## src/rtl/oc_mode_pkg.sv

```systemverilog
package oc_mode_pkg;
  typedef enum logic [3:0] {
    MODE_HOLD     = 4'b0000,
    MODE_SET      = 4'b0001,
    MODE_CLR      = 4'b0010,
    MODE_TOGGLE   = 4'b0011,
    MODE_FORCE_LO = 4'b0100,
    MODE_FORCE_HI = 4'b0101,
    MODE_PWM1     = 4'b0110,
    MODE_PWM2     = 4'b0111,
    MODE_PULSE1   = 4'b1000,
    MODE_PULSE2   = 4'b1001,
    MODE_COMB1    = 4'b1100,
    MODE_COMB2    = 4'b1101,
    MODE_ASYM1    = 4'b1110,
    MODE_ASYM2    = 4'b1111
  } oc_mode_e;
endpackage

```

## src/rtl/oc_cmp_eval.sv

```systemverilog
module oc_cmp_eval #(
  parameter int CNT_W = 16
) (
  input  logic [CNT_W-1:0] cnt_i,
  input  logic [CNT_W-1:0] cmp_i,
  input  logic             dir_down_i,
  output logic             match_o,
  output logic             pwm1_o
);
  always_comb begin
    match_o = (cnt_i == cmp_i);
    // up: high below compare; down: high at or below compare
    pwm1_o  = dir_down_i ? (cnt_i <= cmp_i) : (cnt_i < cmp_i);
  end
endmodule

```

## src/rtl/oc_trig_arm.sv

```systemverilog
module oc_trig_arm #(
  parameter int CNT_W = 16
) (
  input  logic             clk_i,
  input  logic             rst_ni,
  input  logic [CNT_W-1:0] cnt_i,
  input  logic             trig_i,
  output logic             fired_nx_o
);
  logic fired_q;
  logic cnt_zero;

  assign cnt_zero = (cnt_i == '0);

  always_comb begin
    if (trig_i)        fired_nx_o = 1'b1;
    else if (cnt_zero) fired_nx_o = 1'b0;
    else               fired_nx_o = fired_q;
  end

  always_ff @(posedge clk_i or negedge rst_ni) begin
    if (!rst_ni) fired_q <= 1'b0;
    else         fired_q <= fired_nx_o;
  end

  AST_TRIG_LATCHES: assert property (@(posedge clk_i) disable iff (!rst_ni)
    trig_i |=> fired_q);
  AST_ZERO_REARMS: assert property (@(posedge clk_i) disable iff (!rst_ni)
    (!trig_i && cnt_zero) |=> !fired_q);
endmodule

```

## src/rtl/oc_ref_merge.sv

```systemverilog
module oc_ref_merge
  import oc_mode_pkg::*;
(
  input  logic [3:0] mode_i,
  input  logic       dir_down_i,
  input  logic       ref_i,
  input  logic       peer_i,
  output logic       refc_o
);
  always_comb begin
    case (oc_mode_e'(mode_i))
      MODE_COMB1:             refc_o = ref_i | peer_i;
      MODE_COMB2:             refc_o = ref_i & peer_i;
      MODE_ASYM1, MODE_ASYM2: refc_o = dir_down_i ? peer_i : ref_i;
      default:                refc_o = ref_i;
    endcase
  end
endmodule

```

## src/rtl/oc_mode_unit.sv

```systemverilog
module oc_mode_unit
  import oc_mode_pkg::*;
#(
  parameter int CNT_W = 16
) (
  input  logic             clk_i,
  input  logic             rst_ni,
  input  logic [CNT_W-1:0] cnt_i,
  input  logic [CNT_W-1:0] cmp_i,
  input  logic             dir_down_i,
  input  logic             trig_i,
  input  logic             peer_ref_i,
  input  logic [3:0]       mode_i,
  output logic             ref_o,
  output logic             refc_o
);
  logic match, pwm1, fired_nx;
  logic ref_q, ref_d;

  oc_cmp_eval #(.CNT_W(CNT_W)) u_cmp (
    .cnt_i     (cnt_i),
    .cmp_i     (cmp_i),
    .dir_down_i(dir_down_i),
    .match_o   (match),
    .pwm1_o    (pwm1)
  );

  oc_trig_arm #(.CNT_W(CNT_W)) u_arm (
    .clk_i     (clk_i),
    .rst_ni    (rst_ni),
    .cnt_i     (cnt_i),
    .trig_i    (trig_i),
    .fired_nx_o(fired_nx)
  );

  always_comb begin
    ref_d = ref_q;
    case (oc_mode_e'(mode_i))
      MODE_SET:      if (match) ref_d = 1'b1;
      MODE_CLR:      if (match) ref_d = 1'b0;
      MODE_TOGGLE:   if (match) ref_d = ~ref_q;
      MODE_FORCE_LO: ref_d = 1'b0;
      MODE_FORCE_HI: ref_d = 1'b1;
      MODE_PWM1, MODE_COMB1, MODE_ASYM1: ref_d = pwm1;
      MODE_PWM2, MODE_COMB2, MODE_ASYM2: ref_d = ~pwm1;
      MODE_PULSE1:   ref_d = dir_down_i ? 1'b0 : ~fired_nx;
      MODE_PULSE2:   ref_d = dir_down_i ? 1'b1 : fired_nx;
      default:       ref_d = ref_q; // hold and unused codes
    endcase
  end

  always_ff @(posedge clk_i or negedge rst_ni) begin
    if (!rst_ni) ref_q <= 1'b0;
    else         ref_q <= ref_d;
  end

  assign ref_o = ref_q;

  oc_ref_merge u_merge (
    .mode_i    (mode_i),
    .dir_down_i(dir_down_i),
    .ref_i     (ref_q),
    .peer_i    (peer_ref_i),
    .refc_o    (refc_o)
  );

  AST_HOLD_STABLE: assert property (@(posedge clk_i) disable iff (!rst_ni)
    (mode_i == 4'b0000 || mode_i == 4'b1010 || mode_i == 4'b1011) |=> $stable(ref_q));
  AST_SET_ON_EQ: assert property (@(posedge clk_i) disable iff (!rst_ni)
    (mode_i == 4'b0001 && cnt_i == cmp_i) |=> ref_q);
  AST_CLR_ON_EQ: assert property (@(posedge clk_i) disable iff (!rst_ni)
    (mode_i == 4'b0010 && cnt_i == cmp_i) |=> !ref_q);
  AST_TOGGLE_FLIP: assert property (@(posedge clk_i) disable iff (!rst_ni)
    (mode_i == 4'b0011 && cnt_i == cmp_i) |=> (ref_q != $past(ref_q)));
  AST_FORCE_LO: assert property (@(posedge clk_i) disable iff (!rst_ni)
    (mode_i == 4'b0100) |=> !ref_q);
  AST_FORCE_HI: assert property (@(posedge clk_i) disable iff (!rst_ni)
    (mode_i == 4'b0101) |=> ref_q);
  AST_PWM1_UP: assert property (@(posedge clk_i) disable iff (!rst_ni)
    (mode_i == 4'b0110 && !dir_down_i) |=> (ref_q == $past(cnt_i < cmp_i)));
  AST_PULSE_DOWN: assert property (@(posedge clk_i) disable iff (!rst_ni)
    (mode_i == 4'b1000 && dir_down_i) |=> !ref_q);
  AST_MIRROR: assert property (@(posedge clk_i) disable iff (!rst_ni)
    (mode_i[3:2] != 2'b11) |-> (refc_o == ref_o));
endmodule

```

## config.mk

```make
export PLATFORM = sky130hd
export DESIGN_NAME = oc_mode_unit
export DESIGN_NICKNAME = d
export VERILOG_FILES = /design/src/rtl/oc_mode_pkg.sv /design/src/rtl/oc_cmp_eval.sv /design/src/rtl/oc_trig_arm.sv /design/src/rtl/oc_ref_merge.sv /design/src/rtl/oc_mode_unit.sv
export SDC_FILE = /design/constraint.sdc
export NUM_CORES = 1
export LEC_CHECK = 0
export CORE_MARGIN = 5
export CORE_UTILIZATION = 33
export DETAILED_ROUTE_END_ITERATION = 6
export PLACE_DENSITY_LB_ADDON = 0.3
export RECOVER_POWER = 25
export SYNTH_ARGS = -nofsm -noshare
export SYNTH_HDL_FRONTEND = slang
export SYNTH_SLANG_ARGS = --single-unit
```

## constraint.sdc

```tcl
create_clock -name clk_i -period 1.2 [get_ports clk_i]
set_clock_uncertainty 0.2 [all_clocks]
set_input_delay 0.24 -clock clk_i [delete_from_list [all_inputs] [get_ports clk_i]]
set_output_delay 0.24 -clock clk_i [all_outputs]
set_load 0.005 [all_outputs]
```

==> results.md <==
- Vias per inst: 5.261
- Synth top cells by count: inv_1, ha_1, a21oi_1
- Ports: 43
- Leak: 0.7214 nW
- Vias in the first global route: 1072
- Area growth syn-to-layout: 136.7%
- Setup slack after layout: -0.6287 ns
- Layout cells sized above 1: 0.6646
- Critical path endpoint category: register
- Clk slew on worst S/H paths: 0.03 ns
- Initial core utilization: 0.3506
- Post-DP Area: 1428 um^2
- Largest net degree at the start of global routing: 7
- Tightest Pin Transition: 0.3307 ns
- Slew headroom: 0.7779
- Most common cell in the netlist: inv_1
- Gr usage total: 0.1923
- Top FF cell, synth: dfrtp_1
- Design Area, Final: 1662 um^2
- Drt pass-1 iters: 6
- Post-Route Setup TNS: -1.462 ns
- Critical path, cell by cell: buf_8 -> ha_4 -> nand4_1 -> nor4_4 -> buf_4 -> a211oi_1 -> mux2i_1 -> a41oi_1
- Routed wire length: 3103 um
- Post-synth EDFFs: 0
- Syn Nets: 148
- I/O Buffers: 42
- Die Ht: 56.12 um
- Worst Setup Start Kind: primary input
- Cell Area, Synth: 701.9 um^2
- FFs w/ async S/R, synth: 1.000
- DRT iter0 DRCs: 28
- CP max stage delay: 0.41 ns
- RSZ-0062 raised after global routing: true
- Std cell rows: 16
- CP Class: in -> reg
- Period utilisation layout: 1.524
- Failing checks: negative setup slack
- HPWL after DPL: 1985 um
- Pwr per Cell Area: 499.7 nW/um^2
- Synth Area per Inst: 7.713 um^2
- Root Driver: clkbuf_4
- First-pass GRT wire length: 4919 um
- Vias: 989
- Fin util: 0.8300
- Max Cap Violations: 0
- CTS tree: built
- Req. time, crit path: 1.09 ns
- Worst-Skew Late Latency: 0.23 ns
- Initial antenna violation count: 0
- Outcome: finished, violations left
- Full die area: 3149 um^2
- Max clock buf depth: 2
- Synth area leaders: ha_1, inv_1, dfrtp_1
- Placer Congestion: 0.7851
- DR WL/cell: 16.51 um
- Final setup viols: 4
- Seq cells post-synth: 2
- Fin nets: 220
- Post-synthesis sequential area ratio: 0.07130
- Worst IR drop on VDD: 0.7056 mV
- Power Total: 830.3 uW
- Final Max Slew Viols: 0
- Grt total ovfl: 0
- Area share of the largest cell type after synthesis: 0.2852
- CTS Buf Count: 3
- WHS: 0.3346 ns
- Synth area leader: ha_1
- Final Critical Period: 1.829 ns
- Final antenna-violating net count: 0
- H-tree depth: 1
- Gate Count Post-Synth: 91
- Die W: 56.12 um
- Clock sinks: 2
- Area of the core: 2002 um^2
- Crit path arrival time: 1.71 ns
- Hold crit path type: in -> reg
- Critical path fanouts, max: 4
- Distinct cells, synth: 29
- Antenna diodes: 0
- Yosys warnings: 0
- Crit-path slowest cell: nor4_4
- Final routed DRC violation total: 0
- Maximum clock frequency: 0.5468 GHz
- Hold Vio Cnt, Final: 0
-- critical path: cells and delay by family --
kind	cells	cell delay, ns
simple gates	2	0.60
fa+ha+maj	1	0.26
mux	1	0.13
buf+inv	2	0.28
compound gates	2	0.21
-- cells by family (layout without fill, tap and decap cells) --
kind of cell	Yosys count	in the layout	synth area share
compound gates	27	27	0.2656
simple gates	25	25	0.2549
buf+inv	20	90	0.1087
fa+ha+maj	16	16	0.2852
flops	2	2	0.07130
mux	1	1	0.01426
-- registers in the layout (all words and copies together), names as in the netlist --
register       count
u_arm.fired_q      1
ref_o              1
-- worst paths after layout --
path                       cells after the start                     from                      end  slack [ns]
max                                            8                 cnt_i[6]        ref_o$_DFFE_PN0P_       -0.63
min                                            6                cnt_i[11]  u_arm.fired_q$_DFF_PN0_        0.33
max reg2reg                                    5        ref_o$_DFFE_PN0P_        ref_o$_DFFE_PN0P_       -0.32
min reg2reg                                    3  u_arm.fired_q$_DFF_PN0_  u_arm.fired_q$_DFF_PN0_        0.43
max in group asynchronous                      2                   rst_ni  u_arm.fired_q$_DFF_PN0_        0.12
min in group asynchronous                      2                   rst_ni        ref_o$_DFFE_PN0P_        0.55
-- report_power, final --
part / switching, mW / total [mW] / internal [mW] / leakage, nW
sequential: 0.00671 / 0.0797 / 0.0730 / 0.0207
combinational: 0.254 / 0.592 / 0.338 / 0.687
clock: 0.0473 / 0.158 / 0.111 / 0.0138
-- placed cells by master, fill, tap and decap left out, types with 2 or more instances in the layout --
| master | instances |
|---|---|
| a211o_1 | 2 |
| a211oi_1 | 2 |
| clkbuf_4 | 3 |
| inv_2 | 15 |
| nand4_1 | 5 |
| dfrtp_1 | 2 |
| buf_8 | 3 |
| nor4_2 | 3 |
| buf_2 | 11 |
| clkdlybuf4s50_1 | 3 |
| a31oi_1 | 2 |
| inv_1 | 3 |
| a21oi_2 | 2 |
| o21ai_1 | 2 |
| dlygate4sd2_1 | 6 |
| nand3_1 | 2 |
| clkdlybuf4s15_1 | 2 |
| nor4_4 | 3 |
| buf_4 | 21 |
| nand2_1 | 5 |
| ha_4 | 16 |
| a21oi_1 | 4 |
| o21ai_0 | 3 |
| buf_6 | 21 |
| a21o_1 | 2 |
| nor2_1 | 2 |
-- area by class of cell --
| class | instances | area, um^2 |
|---|---|---|
| Clock buffer | 3 | 22.52 |
| Fill cell | 114 | 340.3 |
| Inverter | 19 | 83.83 |
| Multi-Input combinational cell | 69 | 864.6 |
| Sequential cell | 2 | 50.05 |
| Tap cell | 27 | 33.78 |
| Timing Repair Buffer | 68 | 606.8 |
-- layer usage --
layer / wire length, um / GRT usage / part of all wire
met5: 0 / 0 / 0
met4: 57 / 0.05424 / 0.018
met3: 148 / 0.05800 / 0.048
met2: 1587 / 0.3422 / 0.51
met1: 1308 / 0.2192 / 0.42
-- metrics by stage --
step	instances	setup WS, ns
4_1_cts	184	-0.5388
5_1_grt	188	-0.7722
6_report	188	-0.6287
3_5_place_dp	172	-1.237
3_3_place_gp	172	-1.220
2_1_floorplan	91	-0.4982
-- timing repair --
action | in CTS | in global routing
endpoints found under the setup margin | 4 | 4
resized for setup | 177 | 13
buffers inserted | 9 | 4
pin swaps | 31 | 9
hold buffers | 1 | 0
hold endpoints to repair | 2 | 0
Power figures use the tool's default switching activity.
